[config.mk]
export PLATFORM = sky130hd
export DESIGN_NAME = addr_window_router
export DESIGN_NICKNAME = d
export VERILOG_FILES = /design/src/rtl/war_pkg.sv /design/src/rtl/war_regfile.sv /design/src/rtl/war_window.sv /design/src/rtl/war_priority.sv /design/src/rtl/addr_window_router.sv
export SDC_FILE = /design/constraint.sdc
export NUM_CORES = 2
export LEC_CHECK = 0
export BUFFER_PORTS_ARGS = -buffer_cell sky130_fd_sc_hd__buf_2
export CAP_MARGIN = 20
export CELL_PAD_IN_SITES_DETAIL_PLACEMENT = 2
export CELL_PAD_IN_SITES_GLOBAL_PLACEMENT = 2
export CORE_UTILIZATION = 42
export CTS_BUF_LIST = sky130_fd_sc_hd__clkbuf_8
export CTS_CLUSTER_DIAMETER = 80
export DETAILED_ROUTE_END_ITERATION = 10
export GPL_ROUTABILITY_DRIVEN = 1
export PLACE_DENSITY_LB_ADDON = 0.1
export REMOVE_ABC_BUFFERS = 1
export SYNTH_ARGS = -nofsm -noshare
export SYNTH_HDL_FRONTEND = slang
export SYNTH_SLANG_ARGS = --single-unit
[constraint.sdc]
create_clock -name clk -period 7.9 [get_ports clk]
set_input_delay 0.395 -clock clk [delete_from_list [all_inputs] [get_ports clk]]
set_output_delay 0.395 -clock clk [all_outputs]
set_load 0.02 [all_outputs]
[src/rtl/war_pkg.sv]
package war_pkg;

  localparam int unsigned REG_W     = 64;
  localparam int unsigned PAGE_BITS = 12;

  typedef logic [REG_W-1:0] reg64_t;

  typedef struct packed {
    reg64_t start;
    reg64_t mask;
    reg64_t sel;
  } win_cfg_t;

  localparam int unsigned CFG_W = $bits(win_cfg_t);

  // clear the in-page bits of a value
  function automatic reg64_t page_floor(input reg64_t v);
    reg64_t r;
    r = v;
    r[PAGE_BITS-1:0] = '0;
    return r;
  endfunction

  // span of a window from its mask: two's complement, page aligned
  function automatic reg64_t win_span(input reg64_t mask);
    return page_floor(~mask + reg64_t'(1));
  endfunction

  // replace one 32-bit half of a register
  function automatic reg64_t merge_half(input reg64_t old, input logic [31:0] nw,
                                        input logic upper);
    return upper ? {nw, old[31:0]} : {old[63:32], nw};
  endfunction

  // fetch one 32-bit half of a register
  function automatic logic [31:0] pick_half(input reg64_t v, input logic upper);
    return upper ? v[63:32] : v[31:0];
  endfunction

endpackage

[src/rtl/war_regfile.sv]
module war_regfile
  import war_pkg::*;
#(
  parameter int unsigned NUM_WIN  = 4,
  parameter int unsigned ADDR_W   = 16,
  parameter int unsigned BASE_OFF = 'h300
) (
  input  logic                        clk,
  input  logic                        rst_n,
  input  logic                        wr,
  input  logic                        rd,
  input  logic                        wide,
  input  logic [ADDR_W-1:0]           addr,
  input  reg64_t                      wdata,
  output reg64_t                      rdata,
  output logic                        err,
  output logic                        wr_commit,
  output win_cfg_t [NUM_WIN-1:0]      cfg
);

  localparam int unsigned NREG  = 3 * NUM_WIN;
  localparam int unsigned IDX_W = ADDR_W - 3;

  reg64_t            store [NREG];
  logic [ADDR_W-1:0] rel;
  logic [IDX_W-1:0]  idx;
  logic              mapped;
  logic              upper;
  reg64_t            sel_val;
  logic              unused_lo;

  assign rel       = addr - ADDR_W'(BASE_OFF);
  assign idx       = rel[ADDR_W-1:3];
  assign upper     = addr[2];
  assign mapped    = (addr >= ADDR_W'(BASE_OFF)) && (idx < IDX_W'(NREG));
  assign unused_lo = ^{rel[2:0], addr[1:0]};

  assign wr_commit = wr && mapped;

  // one storage element per register
  for (genvar k = 0; k < NREG; k++) begin : g_reg
    logic hit_k;
    assign hit_k = wr_commit && (idx == IDX_W'(k));
    always_ff @(posedge clk) begin
      if (!rst_n) begin
        store[k] <= '0;
      end else if (hit_k) begin
        if (wide) store[k] <= wdata;
        else      store[k] <= merge_half(store[k], wdata[31:0], upper);
      end
    end
  end

  // pack the triplets per window
  for (genvar w = 0; w < NUM_WIN; w++) begin : g_pack
    assign cfg[w].start = store[3*w];
    assign cfg[w].mask  = store[3*w+1];
    assign cfg[w].sel   = store[3*w+2];
  end

  // read mux
  always_comb begin
    sel_val = '0;
    for (int k = 0; k < NREG; k++) begin
      if (idx == IDX_W'(k)) sel_val = store[k];
    end
  end

  always_comb begin
    rdata = '0;
    if (rd && mapped) begin
      if (wide) rdata = sel_val;
      else      rdata = {32'h0, pick_half(sel_val, upper)};
    end
  end

  assign err = (rd || wr) && !mapped;

endmodule

[src/rtl/war_window.sv]
module war_window
  import war_pkg::*;
#(
  parameter int unsigned PORT_W = 2
) (
  input  win_cfg_t           cfg,
  input  reg64_t             lk_addr,
  output logic               active,
  output logic               match,
  output logic [PORT_W-1:0]  port
);

  reg64_t start_al;
  reg64_t span;
  reg64_t offset;
  logic   unused_sel;

  assign start_al   = page_floor(cfg.start);
  assign span       = win_span(cfg.mask);
  assign offset     = lk_addr - start_al;

  assign active     = cfg.start[0] && (span != '0);
  assign match      = active && (lk_addr >= start_al) && (offset < span);
  assign port       = cfg.sel[PORT_W-1:0];
  assign unused_sel = ^cfg.sel[REG_W-1:PORT_W];

endmodule

[src/rtl/war_priority.sv]
module war_priority #(
  parameter int unsigned NUM_WIN = 4,
  parameter int unsigned PORT_W  = 2,
  parameter int unsigned WIN_W   = 2
) (
  input  logic [NUM_WIN-1:0]             match,
  input  logic [NUM_WIN-1:0][PORT_W-1:0] ports,
  output logic                           hit,
  output logic [WIN_W-1:0]               win,
  output logic [PORT_W-1:0]              port
);

  // scan from the top down so the lowest claimer is left standing
  always_comb begin
    hit  = 1'b0;
    win  = '0;
    port = '0;
    for (int i = NUM_WIN - 1; i >= 0; i--) begin
      if (match[i]) begin
        hit  = 1'b1;
        win  = WIN_W'(i);
        port = ports[i];
      end
    end
  end

endmodule

[src/rtl/addr_window_router.sv]
module addr_window_router
  import war_pkg::*;
#(
  parameter int unsigned NUM_WIN  = 4,
  parameter int unsigned NUM_PORT = 4,
  parameter int unsigned ADDR_W   = 16,
  parameter int unsigned BASE_OFF = 'h300
) (
  input  logic                            clk,
  input  logic                            rst_n,
  input  logic                            reg_wr,
  input  logic                            reg_rd,
  input  logic                            reg_wide,
  input  logic [ADDR_W-1:0]               reg_addr,
  input  logic [63:0]                     reg_wdata,
  output logic [63:0]                     reg_rdata,
  output logic                            reg_err,
  input  logic [63:0]                     lk_addr,
  output logic                            lk_hit,
  output logic                            lk_miss,
  output logic [$clog2(NUM_PORT)-1:0]     lk_port,
  output logic [$clog2(NUM_WIN)-1:0]      lk_win
);

  localparam int unsigned PORT_W = $clog2(NUM_PORT);
  localparam int unsigned WIN_W  = $clog2(NUM_WIN);

  win_cfg_t [NUM_WIN-1:0]             cfg;
  logic [NUM_WIN*CFG_W-1:0]           cfg_flat;
  logic [NUM_WIN-1:0]                 win_active;
  logic [NUM_WIN-1:0]                 win_match;
  logic [NUM_WIN-1:0][PORT_W-1:0]     win_port;
  logic                               wr_commit;

  war_regfile #(
    .NUM_WIN (NUM_WIN),
    .ADDR_W  (ADDR_W),
    .BASE_OFF(BASE_OFF)
  ) u_regs (
    .clk      (clk),
    .rst_n    (rst_n),
    .wr       (reg_wr),
    .rd       (reg_rd),
    .wide     (reg_wide),
    .addr     (reg_addr),
    .wdata    (reg_wdata),
    .rdata    (reg_rdata),
    .err      (reg_err),
    .wr_commit(wr_commit),
    .cfg      (cfg)
  );

  assign cfg_flat = cfg;

  for (genvar w = 0; w < NUM_WIN; w++) begin : g_win
    war_window #(.PORT_W(PORT_W)) u_win (
      .cfg    (cfg[w]),
      .lk_addr(lk_addr),
      .active (win_active[w]),
      .match  (win_match[w]),
      .port   (win_port[w])
    );
  end

  war_priority #(
    .NUM_WIN(NUM_WIN),
    .PORT_W (PORT_W),
    .WIN_W  (WIN_W)
  ) u_pick (
    .match(win_match),
    .ports(win_port),
    .hit  (lk_hit),
    .win  (lk_win),
    .port (lk_port)
  );

  assign lk_miss = !lk_hit;

endmodule

==> results.sh <==
export IMPL_status="complete, no violations"
export IMPL_wire_per_inst_um=37.1
export IMPL_grt_overflow=0
export IMPL_io_pins=220
export IMPL_netlist_area_leader_share=0.408
export IMPL_final_cell_mix="edfxtp_1 (768), nand2_1 (690), o21ai_0 (580), ha_1 (406), and2_1 (398)"
export IMPL_rsz0062_at_grt="yes"
export IMPL_slew_violations=0
export IMPL_worst_slack_ns=0.129
export IMPL_crit_top_cell="a21o_1"
export IMPL_worst_pin_slew_ns=1.26
export IMPL_cts_tree="yes"
export IMPL_crit_slowest_cell="a211o_4"
export IMPL_drc=0
export IMPL_dp_hpwl_um=223000
export IMPL_worstHoldPathType="primary input to flip-flop"
export IMPL_setup_worst_path_start="u_regs.store[0][205]$_DFFE_PP_"
export IMPL_max_stage_delay_ns=0.40
export IMPL_syn_area_um2=56500
export IMPL_placed_area_um2=60400
export IMPL_cts_htree_levels=4
export IMPL_clk_pin_slew_ns=0.07
export IMPL_whs_endpoint="u_regs.store[2][73]$_DFFE_PP_"
export IMPL_cp_required_ns=7.51
export IMPL_yosys_top_cells_area="edfxtp_1 (41%), ha_1 (9.1%), o21ai_0 (5.6%)"
export IMPL_top_layer="met5"
export IMPL_numCtsBuffers=149
export IMPL_wl_met1_um=121000
export IMPL_timing_final_crit_share=0.984
export IMPL_largest_register="u_regs.store"
export IMPL_drt_pass1_iter_count=9
export IMPL_top_regs="u_regs.store: 768 flops"
export IMPL_syn_area_per_cell_um2=9.34
export IMPL_ys_ff_latch=768
export IMPL_placedCellCount=7850
export IMPL_drive_above_1_share=0.140
export IMPL_synth_area_leader_cell="edfxtp_1"
export IMPL_ys_flop_type="edfxtp_1"
export IMPL_vdd_drop_max_uv=175
export IMPL_power_static_leakage_nw=25.0
export IMPL_met2_length_um=130000
export IMPL_setup_violations=0
export IMPL_switching_share=0.342
export IMPL_initial_core_util=0.424
export IMPL_wl_met3_um=35000
export IMPL_slew_headroom=0.159
export IMPL_pwr_share_clk=0.348
export IMPL_cp_start_kind="flip-flop"
export IMPL_antenna_found_initial=30
export IMPL_largest_reg_flops=768
export IMPL_path_class="flip-flop to output pin"
export IMPL_ant_nets=0
export IMPL_place_ws_ns=0.0212
export IMPL_p_seq_frac=0.422
export IMPL_whs_path_depth=2
export IMPL_synth_edff_count=768
export IMPL_fin_nets=6860
export IMPL_synth_async_reset_ratio=0
export IMPL_hold_start="reg_wdata[9]"
export IMPL_end_kind="output pin"
export IMPL_path_delay_family="compound AO/OA/AOI/OAI gates"
export IMPL_ys_warn_count=0
export IMPL_die_h_um=369
export IMPL_die_area_um2=136000
export IMPL_p_comb_frac=0.230
export IMPL_wl_um=304000
export IMPL_finalHoldViolCount=0
export IMPL_vias=55200
export IMPL_ys_types=95
export IMPL_drtIter0Drc=6724
export IMPL_grt_start_max_net_pins=48
export IMPL_pwr_density_cell_nw_per_um2=180
export IMPL_design_area_um2=64400
export IMPL_critPathArrivalTime_ns=7.38
export IMPL_rows=134
export IMPL_power_internal_mw=7.63
export IMPL_dieWidth_um=369
export IMPL_finalNonFillerCells=8189
export IMPL_clock_sinks=768
export IMPL_root_buffer="clkbuf_8"
export IMPL_timing_fmax_ghz=0.129
export IMPL_cp_max_fo=3
export IMPL_clockBufferDepth=3
export IMPL_finalPower_mw=11.6
export IMPL_io_buffer_count=217
export IMPL_core_area_um2=133000
export IMPL_crit_buf_inv=3
export IMPL_min_period_ns=7.77
export IMPL_viasPerCell=6.74
export IMPL_synth_seq_area_share=0.408
export IMPL_grt_use_total=0.437
export IMPL_globalplace_congestion=0.994
export IMPL_netlist_instances=6049
export IMPL_drv_max_cap_violation_count=0
export IMPL_grt_pass1_vias=56600
export IMPL_syn_to_final_growth_pct=13.9
export IMPL_mostFrequentLayoutCell="edfxtp_1"
export IMPL_power_switching_mw=3.96
export IMPL_grt_pass1_wl_um=423000
power by group through the flow:
| stage | Clock [mW] | Sequential (mW) | Combinational [mW] |
|---|---|---|---|
| after floorplan | 0 | 4.87 | 1.48 |
| after global placement | 0 | 4.94 | 2.38 |
| after detailed placement | 0 | 4.96 | 2.47 |
| after CTS | 4.03 | 4.88 | 2.54 |
| after global routing | 4.20 | 4.90 | 2.82 |
| final | 4.03 | 4.89 | 2.67 |
layout make-up:
type	count	area, µm²
well taps	1768	2210
clock inverters	116	752
inverters	277	1040
clock buffers	149	2050
repair buffers	458	3120
diodes	13	32.5
fillers	14200	69100
flip-flops and latches	768	23100
multi-input cells	4640	32100
how the worst max path moves through the flow:
stage          depth (start not counted)                             end  slack [ns]
3_3_place_gp                          27                          lk_hit        0.18
5_1_grt                               29                      lk_port[1]       -0.10
4_1_cts                               28                      lk_port[0]      0.0009
6_report                              29                      lk_port[0]        0.13
2_1_floorplan                          8  u_regs.store[0][100]$_DFFE_PP_        0.89
3_5_place_dp                          25                          lk_hit        0.02
synthesized netlist by cell type (all sizes together) (67+ instances only):
master	instances
clkbuf	342
inv	277
a21oi	353
nand3	111
ha	413
nand2	702
a21o	193
edfxtp	768
o21ai	628
and2	399
nand4	112
xnor2	207
nor2	349
nor3	95
a22oi	67
xor2	119
per-stage QoR:
step	setup TNS (ns)	utilization	hold WS, ns
2_1_floorplan	0	-	0.582
3_5_place_dp	0	0.452	0.868
3_3_place_gp	0	0.452	0.864
4_1_cts	0	0.479	0.00987
5_1_grt	-0.196	0.482	0.0642
6_report	0	0.483	0.0922
cells by family (layout without fill, tap and decap cells):
group / after synthesis / in the layout / share of synthesized area
buffers and inverters: 641 / 1000 / 0.0428
xor gates and xnor gates: 326 / 326 / 0.0505
muxes: 80 / 80 / 0.0285
other: 0 / 13 / 0
adders and majority gates: 417 / 417 / 0.0928
DFF: 768 / 768 / 0.408
AOI/OAI and AO/OA: 1704 / 1704 / 0.187
and+or+nand+nor: 2113 / 2113 / 0.190
what timing repair did:
action	CTS	global route
setup buffers	6	13
resized for setup	56	87
hold endpoints to repair	326	0
hold buffers	41	0
endpoints found under the setup margin	6	6
pin swaps	14	32
metal layers:
metal,vias to the layer above,GRT usage
met1,28400,0.576
met2,3256,0.650
met4,14,0.237
met3,730,0.119
li1,22800,-
met5,-,0
No activity file was read; power rests on OpenSTA's default activity.
